File: src/rtl/drv_mode_pkg.sv
package drv_mode_pkg;

    typedef enum logic [2:0] {
        MODE_RESET    = 3'd0,
        MODE_FAILSAFE = 3'd1,
        MODE_NORMAL   = 3'd2,
        MODE_STANDBY  = 3'd3,
        MODE_SLEEP1   = 3'd4,
        MODE_SLEEP2   = 3'd5,
        MODE_BATTUV   = 3'd6
    } mode_e;

    typedef enum logic [1:0] {
        DRV_OFF     = 2'd0,
        DRV_DIRECT  = 2'd1,
        DRV_SPI_MIX = 2'd2
    } drv_src_e;

    localparam logic [7:0] SOFT_RESET_CMD = 8'hFF;

endpackage

File: src/rtl/drv_cs_watch.sv
module drv_cs_watch #(
    parameter int TOG_CYC  = 20000,
    parameter int WAKE_CYC = 1000
) (
    input  logic clk,
    input  logic rst_n,
    input  logic cs_n_raw,
    input  logic watch_toggle,
    input  logic watch_low,
    output logic tog_expire,
    output logic wake_req
);
    localparam int TW = $clog2(TOG_CYC + 1);
    localparam int WW = $clog2(WAKE_CYC + 1);
    localparam logic [TW-1:0] TOG_LAST  = TW'(TOG_CYC - 1);
    localparam logic [WW-1:0] WAKE_LAST = WW'(WAKE_CYC - 1);

    logic          cs_s1, cs_s2, cs_d;
    logic          cs_edge;
    logic [TW-1:0] tog_cnt;
    logic [WW-1:0] low_cnt;

    // two-flop synchronizer plus one delay stage for edge detection
    always_ff @(posedge clk) begin
        if (!rst_n) begin
            cs_s1 <= 1'b1;
            cs_s2 <= 1'b1;
            cs_d  <= 1'b1;
        end else begin
            cs_s1 <= cs_n_raw;
            cs_s2 <= cs_s1;
            cs_d  <= cs_s2;
        end
    end

    assign cs_edge = cs_s2 ^ cs_d;

    // toggle timer: restarts on any edge, idles outside Normal
    always_ff @(posedge clk) begin
        if (!rst_n || !watch_toggle || cs_edge) begin
            tog_cnt <= '0;
        end else if (tog_cnt != TOG_LAST) begin
            tog_cnt <= tog_cnt + 1'b1;
        end
    end

    assign tog_expire = watch_toggle && !cs_edge && (tog_cnt == TOG_LAST);

    // low-level timer: restarts whenever chip-select is high
    always_ff @(posedge clk) begin
        if (!rst_n || !watch_low || cs_s2) begin
            low_cnt <= '0;
        end else if (low_cnt != WAKE_LAST) begin
            low_cnt <= low_cnt + 1'b1;
        end
    end

    assign wake_req = watch_low && !cs_s2 && (low_cnt == WAKE_LAST);

    assert_no_overflow_R8: assert property (@(posedge clk) disable iff (!rst_n)
        tog_cnt <= TOG_LAST);

    assert_wake_after_low_R9: assert property (@(posedge clk) disable iff (!rst_n)
        wake_req |-> !$past(cs_s2));

endmodule

File: src/rtl/drv_unlock_seq.sv
module drv_unlock_seq (
    input  logic clk,
    input  logic rst_n,
    input  logic accept,
    input  logic spi_live,
    input  logic soft_reset,
    input  logic frame_unlock,
    output logic armed
);
    // armed covers exactly the next accepted frame
    always_ff @(posedge clk) begin
        if (!rst_n) begin
            armed <= 1'b0;
        end else if (accept) begin
            armed <= frame_unlock && !soft_reset;
        end else if (!spi_live) begin
            armed <= 1'b0;
        end
    end

    assert_arm_one_frame_R5: assert property (@(posedge clk) disable iff (!rst_n)
        armed && accept && !frame_unlock |=> !armed);

endmodule

File: src/rtl/drv_mode_fsm.sv
module drv_mode_fsm
    import drv_mode_pkg::*;
(
    input  logic       clk,
    input  logic       rst_n,
    input  logic       supply_ok,
    input  logic       batt_uv,
    input  logic [3:0] din,
    input  logic       frame_vld,
    input  logic [7:0] frame_cmd,
    input  logic       frame_stby,
    input  logic       frame_en,
    input  logic       armed,
    input  logic       tog_expire,
    input  logic       wake_req,
    output logic       accept,
    output logic       soft_reset,
    output logic       spi_live,
    output logic       watch_toggle,
    output logic       watch_low,
    output mode_e      mode_q,
    output drv_src_e   drv_src,
    output logic       spi_en,
    output logic       reg_clear,
    output logic       reg_freeze,
    output logic       rst_status,
    output logic       uv_status
);
    mode_e mode_d, prev_q, prev_d;
    logic  soft_rst_q;
    logic  din_any;
    logic  go_normal, go_standby;

    assign din_any    = |din;
    assign spi_live   = (mode_q == MODE_FAILSAFE) || (mode_q == MODE_NORMAL);
    assign accept     = frame_vld && supply_ok && !batt_uv && spi_live;
    assign soft_reset = (frame_cmd == SOFT_RESET_CMD);
    assign go_normal  = armed && !frame_stby && frame_en;
    assign go_standby = armed && frame_stby && !frame_en;
    assign watch_toggle = (mode_q == MODE_NORMAL);
    assign watch_low    = (mode_q == MODE_STANDBY) || (mode_q == MODE_SLEEP2);

    // next-state logic
    always_comb begin
        mode_d = mode_q;
        prev_d = prev_q;
        if (!supply_ok) begin
            unique case (mode_q)
                MODE_RESET:  if (!din_any) mode_d = MODE_SLEEP1;
                MODE_SLEEP1: if (din_any)  mode_d = MODE_RESET;
                default:     mode_d = MODE_RESET;
            endcase
        end else if ((mode_q == MODE_RESET) || (mode_q == MODE_SLEEP1)) begin
            mode_d = MODE_FAILSAFE;
        end else if (batt_uv) begin
            if (mode_q != MODE_BATTUV) begin
                prev_d = mode_q;
                mode_d = MODE_BATTUV;
            end
        end else begin
            unique case (mode_q)
                MODE_BATTUV: mode_d = prev_q;
                MODE_FAILSAFE: begin
                    if (accept && !soft_reset) begin
                        if (go_normal)       mode_d = MODE_NORMAL;
                        else if (go_standby) mode_d = MODE_STANDBY;
                    end
                end
                MODE_NORMAL: begin
                    if (tog_expire) begin
                        mode_d = MODE_FAILSAFE;
                    end else if (accept) begin
                        if (soft_reset)      mode_d = MODE_FAILSAFE;
                        else if (go_standby) mode_d = MODE_STANDBY;
                        else if (!frame_en)  mode_d = MODE_FAILSAFE;
                    end
                end
                MODE_STANDBY: begin
                    if (wake_req)      mode_d = MODE_FAILSAFE;
                    else if (!din_any) mode_d = MODE_SLEEP2;
                end
                MODE_SLEEP2: begin
                    if (wake_req)     mode_d = MODE_FAILSAFE;
                    else if (din_any) mode_d = MODE_STANDBY;
                end
                default: mode_d = mode_q;
            endcase
        end
    end

    // state register
    always_ff @(posedge clk) begin
        if (!rst_n) begin
            mode_q     <= MODE_RESET;
            prev_q     <= MODE_FAILSAFE;
            soft_rst_q <= 1'b0;
            rst_status <= 1'b0;
        end else begin
            mode_q     <= mode_d;
            prev_q     <= prev_d;
            soft_rst_q <= accept && soft_reset;
            if ((mode_d == MODE_RESET) || (mode_d == MODE_SLEEP1)) begin
                rst_status <= 1'b0;
            end else if (accept) begin
                rst_status <= !soft_reset;
            end
        end
    end

    // output decode
    always_comb begin
        drv_src    = DRV_OFF;
        spi_en     = 1'b0;
        reg_clear  = soft_rst_q;
        reg_freeze = 1'b0;
        uv_status  = 1'b0;
        unique case (mode_q)
            MODE_RESET: begin
                drv_src   = DRV_DIRECT;
                reg_clear = 1'b1;
            end
            MODE_FAILSAFE: begin
                drv_src = DRV_DIRECT;
                spi_en  = 1'b1;
            end
            MODE_NORMAL: begin
                drv_src = DRV_SPI_MIX;
                spi_en  = 1'b1;
            end
            MODE_STANDBY: begin
                drv_src    = DRV_DIRECT;
                reg_freeze = 1'b1;
            end
            MODE_SLEEP1: reg_clear  = 1'b1;
            MODE_SLEEP2: reg_freeze = 1'b1;
            MODE_BATTUV: begin
                spi_en    = 1'b1;
                uv_status = 1'b1;
            end
            default: drv_src = DRV_OFF;
        endcase
    end

    assert_supply_loss_R2: assert property (@(posedge clk) disable iff (!rst_n)
        !supply_ok && (mode_q != MODE_RESET) && (mode_q != MODE_SLEEP1)
        |=> mode_q == MODE_RESET);

    assert_normal_needs_arm_R4: assert property (@(posedge clk) disable iff (!rst_n)
        (mode_q == MODE_FAILSAFE) && !(armed && accept) |=> mode_q != MODE_NORMAL);

    assert_softreset_clear_R7: assert property (@(posedge clk) disable iff (!rst_n)
        accept && (frame_cmd == SOFT_RESET_CMD) |=> reg_clear && !rst_status);

    assert_timeout_exit_R8: assert property (@(posedge clk) disable iff (!rst_n)
        (mode_q == MODE_NORMAL) && supply_ok && !batt_uv && tog_expire
        |=> mode_q == MODE_FAILSAFE);

    assert_uv_enter_R10: assert property (@(posedge clk) disable iff (!rst_n)
        supply_ok && batt_uv && (mode_q != MODE_RESET) && (mode_q != MODE_SLEEP1)
        |=> mode_q == MODE_BATTUV);

    assert_uv_return_R10: assert property (@(posedge clk) disable iff (!rst_n)
        (mode_q == MODE_BATTUV) && supply_ok && !batt_uv |=> mode_q == $past(prev_q));

endmodule

File: src/rtl/drv_mode_ctrl.sv
module drv_mode_ctrl
    import drv_mode_pkg::*;
#(
    parameter int TOG_CYC  = 20000,
    parameter int WAKE_CYC = 1000
) (
    input  logic       clk,
    input  logic       rst_n,
    input  logic       supply_ok,
    input  logic       batt_uv,
    input  logic [3:0] din,
    input  logic       cs_n_raw,
    input  logic       frame_vld,
    input  logic [7:0] frame_cmd,
    input  logic       frame_unlock,
    input  logic       frame_stby,
    input  logic       frame_en,
    output logic [2:0] mode,
    output logic [1:0] drv_src,
    output logic       spi_en,
    output logic       reg_clear,
    output logic       reg_freeze,
    output logic       rst_status,
    output logic       uv_status
);
    logic     accept, soft_reset, spi_live, armed;
    logic     watch_toggle, watch_low, tog_expire, wake_req;
    mode_e    mode_q;
    drv_src_e drv_src_w;

    drv_cs_watch #(.TOG_CYC(TOG_CYC), .WAKE_CYC(WAKE_CYC)) u_cs_watch (
        .clk          (clk),
        .rst_n        (rst_n),
        .cs_n_raw     (cs_n_raw),
        .watch_toggle (watch_toggle),
        .watch_low    (watch_low),
        .tog_expire   (tog_expire),
        .wake_req     (wake_req)
    );

    drv_unlock_seq u_unlock (
        .clk          (clk),
        .rst_n        (rst_n),
        .accept       (accept),
        .spi_live     (spi_live),
        .soft_reset   (soft_reset),
        .frame_unlock (frame_unlock),
        .armed        (armed)
    );

    drv_mode_fsm u_fsm (
        .clk          (clk),
        .rst_n        (rst_n),
        .supply_ok    (supply_ok),
        .batt_uv      (batt_uv),
        .din          (din),
        .frame_vld    (frame_vld),
        .frame_cmd    (frame_cmd),
        .frame_stby   (frame_stby),
        .frame_en     (frame_en),
        .armed        (armed),
        .tog_expire   (tog_expire),
        .wake_req     (wake_req),
        .accept       (accept),
        .soft_reset   (soft_reset),
        .spi_live     (spi_live),
        .watch_toggle (watch_toggle),
        .watch_low    (watch_low),
        .mode_q       (mode_q),
        .drv_src      (drv_src_w),
        .spi_en       (spi_en),
        .reg_clear    (reg_clear),
        .reg_freeze   (reg_freeze),
        .rst_status   (rst_status),
        .uv_status    (uv_status)
    );

    assign mode    = mode_q;
    assign drv_src = drv_src_w;

endmodule

File: config.mk
export PLATFORM = sky130hd
export DESIGN_NAME = drv_mode_ctrl
export DESIGN_NICKNAME = d
export VERILOG_FILES = /design/src/rtl/drv_mode_pkg.sv /design/src/rtl/drv_cs_watch.sv /design/src/rtl/drv_unlock_seq.sv /design/src/rtl/drv_mode_fsm.sv /design/src/rtl/drv_mode_ctrl.sv
export SDC_FILE = /design/constraint.sdc
export NUM_CORES = 1
export LEC_CHECK = 0
export BUFFER_PORTS_ARGS = -buffer_cell sky130_fd_sc_hd__buf_2
export CORE_UTILIZATION = 25
export DETAILED_ROUTE_END_ITERATION = 16
export GPL_TIMING_DRIVEN = 0
export PLACE_DENSITY = 0.5
export SYNTH_ARGS = -nofsm -noshare
export SYNTH_HDL_FRONTEND = slang
export SYNTH_SLANG_ARGS = --single-unit
File: constraint.sdc
create_clock -name clk -period 4.45 [get_ports clk]
set_input_delay 1.1125 -clock clk [delete_from_list [all_inputs] [get_ports clk]]
set_output_delay 1.1125 -clock clk [all_outputs]
set_load 0.01 [all_outputs]
==> results.sh <==
export IMPL_r2r_slack_ns=2.31
export IMPL_synthFlopType="dfxtp_1"
export IMPL_post_cts_buffers=0
export IMPL_synth_top_area_share_pct=40.4
export IMPL_layout_commonest_cell="nor2_1"
export IMPL_netlist_instances=214
export IMPL_synth_area_per_cell_um2=8.57
export IMPL_cts_sinks=37
export IMPL_power_per_cell_area_nw_per_um2=305
export IMPL_worst_pin_slew_ns=0.595
export IMPL_fin_area_um2=2220
export IMPL_via_per_inst=4.52
export IMPL_drt_total_wl_um=3850
export IMPL_power_switching_uw=141
export IMPL_gr_total_overflow=0
export IMPL_r2r_cells=6
export IMPL_clock_latency_ns=0.29
export IMPL_ant_nets=0
export IMPL_path_class="reg2out"
export IMPL_min_from="u_cs_watch.cs_s1"
export IMPL_clkTransAtPathRegs_ns=0.07
export IMPL_syn_nets=237
export IMPL_grt_pass1_wl_um=6750
export IMPL_core_um2=6940
export IMPL_rsz0062_at_grt="no"
export IMPL_maxSlewHeadroom_pct=59.9
export IMPL_regArea_um2=741
export IMPL_drive_above_1_share_pct=19.5
export IMPL_fin_crit_ns=2.70
export IMPL_required_ns=3.34
export IMPL_cp_cell_sequence="clkbuf_1, nor2b_1, and2_1, buf_2"
export IMPL_routabilityCongestion=0.801
export IMPL_cts_buffer_depth=2
export IMPL_syn_to_final_growth_pct=20.8
export IMPL_power_share_clock_pct=44.2
export IMPL_synth_area_um2=1830
export IMPL_cts_resized_gates=0
export IMPL_vias=1568
export IMPL_post_route_drc_count=0
export IMPL_maxCapViolations=0
export IMPL_regToRegEndpoint="u_fsm.rst_status"
export IMPL_leakagePower_uw=0.000811
export IMPL_critPathLaunchType="flip-flop"
export IMPL_dr_pass1_iters=4
export IMPL_p_int_uw=534
export IMPL_cts_tree="yes"
export IMPL_dieArea_um2=7680
export IMPL_seqPwrFrac_pct=49.9
export IMPL_num_fill_cells=764
export IMPL_ys_async_sr_fraction_pct=0
export IMPL_grt_max_degree=12
export IMPL_synth_seq_cells=37
export IMPL_grtUsageTotal_pct=11.4
export IMPL_cts_htree_levels=2
export IMPL_min_period_over_period_pct=60.6
export IMPL_fmax_ghz=0.371
export IMPL_hold_viol=0
export IMPL_synth_cell_types=49
export IMPL_dp_hpwl_um=2900
export IMPL_setup_violations=0
export IMPL_max_stage_delay_ns=0.44
export IMPL_rows=30
export IMPL_whs_path_depth=1
export IMPL_path_max_fanout=10
export IMPL_p_sw_share_pct=20.9
export IMPL_synth_top_area_cell="dfxtp_1"
export IMPL_final_cell_mix="nor2_1 (39), dfxtp_1 (37), buf_2 (30)"
export IMPL_outcome="finished clean"
export IMPL_die_w_um=87.7
export IMPL_p_comb_share_pct=5.9
export IMPL_placed_area_um2=2100
export IMPL_grt_pass1_vias=1507
export IMPL_cts_hold_buf=0
export IMPL_layout_nets=273
export IMPL_synthTopCellsByArea="dfxtp_1 (40%), nor2_1 (8.0%), xor2_1 (6.2%)"
export IMPL_arrival_ns=1.58
export IMPL_peakVddDrop_mv=0.165
export IMPL_synth_enable_flop_cells=0
export IMPL_finalSetupTns_ns=0
export IMPL_die_height_um=87.7
export IMPL_start_util_pct=26.4
export IMPL_worstHoldEndpoint="u_cs_watch.cs_s2"
export IMPL_cp_end_kind="output port"
export IMPL_finalClockSkew_ns=0.00467
export IMPL_multi_input_area_um2=1040
export IMPL_rr_startpoint="u_cs_watch.tog_cnt[0]"
export IMPL_wl_per_cell_um=11.1
export IMPL_antenna_found_initial=0
export IMPL_drt_iter0_markers=72
export IMPL_slew_violations=0
export IMPL_port_buffer_count=29
export IMPL_yosys_warnings=0
export IMPL_ys_seq_area_share_pct=40.4
export IMPL_root_buffer="clkbuf_8"
export IMPL_diodes=0
export IMPL_hp_class="reg2reg"
export IMPL_cp_slowest_cell="dfxtp_1"
export IMPL_tritoncts_num_buffers=5
export IMPL_ios=31
-- worst max-delay path by stage --
stage                     from               end  slack [ns]  cells past startpoint
2_1_floorplan     frame_cmd[7]  u_fsm.rst_status        1.97                      6
3_3_place_gp           batt_uv  u_fsm.rst_status        1.65                      7
3_5_place_dp           batt_uv  u_fsm.rst_status        1.69                      7
4_1_cts        u_fsm.mode_q[2]         uv_status        1.73                      4
5_1_grt        u_fsm.mode_q[2]         uv_status        1.61                      4
6_report       u_fsm.mode_q[2]         uv_status        1.75                      4
-- cell usage after synthesis, types with 2 or more instances --
cell and count:
a21oi_1 6, a22oi_1 2, and2_1 4, and3_1 4, and4_1 3, clkbuf_1 5
dfxtp_1 37, ha_1 2, inv_1 6, mux2i_1 2, nand2_1 15, nand2b_1 6
nand3_1 11, nand3b_1 2, nand4_1 4, nor2_1 39, nor3_1 3, nor3b_1 2
nor4_1 2, o21ai_0 8, xnor2_1 11, xor2_1 13
-- cell type report --
type | count | share of cell area [%]
repair buffers | 29 | 6.55
inverters | 6 | 1.02
multi-input cells | 164 | 46.8
clock buffers | 7 | 3.90
well taps | 96 | 5.42
plain buffers | 7 | 1.58
clock inverters | 1 | 1.36
flip-flops and latches | 37 | 33.4
-- metrics by stage --
step	hold slack (ns)	util (%)	total power, µW	worst slack (ns)	instances
floorplan	0.386	-	365	1.97	214
CTS	0.410	31.9	688	1.73	347
finish	0.408	31.9	675	1.75	347
global route	0.437	31.9	704	1.61	347
detailed placement	0.392	30.2	384	1.69	339
global placement	0.393	30.2	384	1.65	339
-- per-layer routing --
metal	GRT usage, %	share of wire, %	up-vias	wire length, µm
li1	-	-	816	-
met1	15.6	53	724	2040
met5	0	0	-	0
met2	16.9	42	21	1610
met4	5.37	2.2	0	85
met3	2.54	3.2	7	124
-- sequential cells by signal, summed over array words and instances (netlist names) --
name,flops
u_unlock.armed,1
u_cs_watch.cs_s1,1
u_fsm.prev_q,3
u_cs_watch.cs_d,1
u_cs_watch.cs_s2,1
u_cs_watch.tog_cnt,15
u_fsm.mode_q,3
u_fsm.soft_rst_q,1
u_cs_watch.low_cnt,10
u_fsm.rst_status,1
-- critical path: cells and delay by family, from the launching register on --
kind | cells | cell delay [ns]
buffers and inverters | 2 | 0.47
flip-flops | 1 | 0.44
AND/OR/NAND/NOR | 2 | 0.39
-- power by group through the flow --
stage	Clock (µW)	Combinational, µW	Sequential (µW)
after detailed placement	0	39.4	345
after floorplan	0	20.7	344
after CTS	312	39.6	337
after global placement	0	39.7	345
after global routing	322	44.2	337
final	298	39.6	337
-- logic make-up after synthesis --
group                      share of synthesized area, %
and+or+nand+nor                                    30.6
DFF                                                40.4
muxes                                              1.09
adders and majority gates                          1.36
xor gates and xnor gates                           11.5
AOI/OAI and AO/OA                                  12.0
buffers and inverters                              3.14
Power figures use the tool's default switching activity.
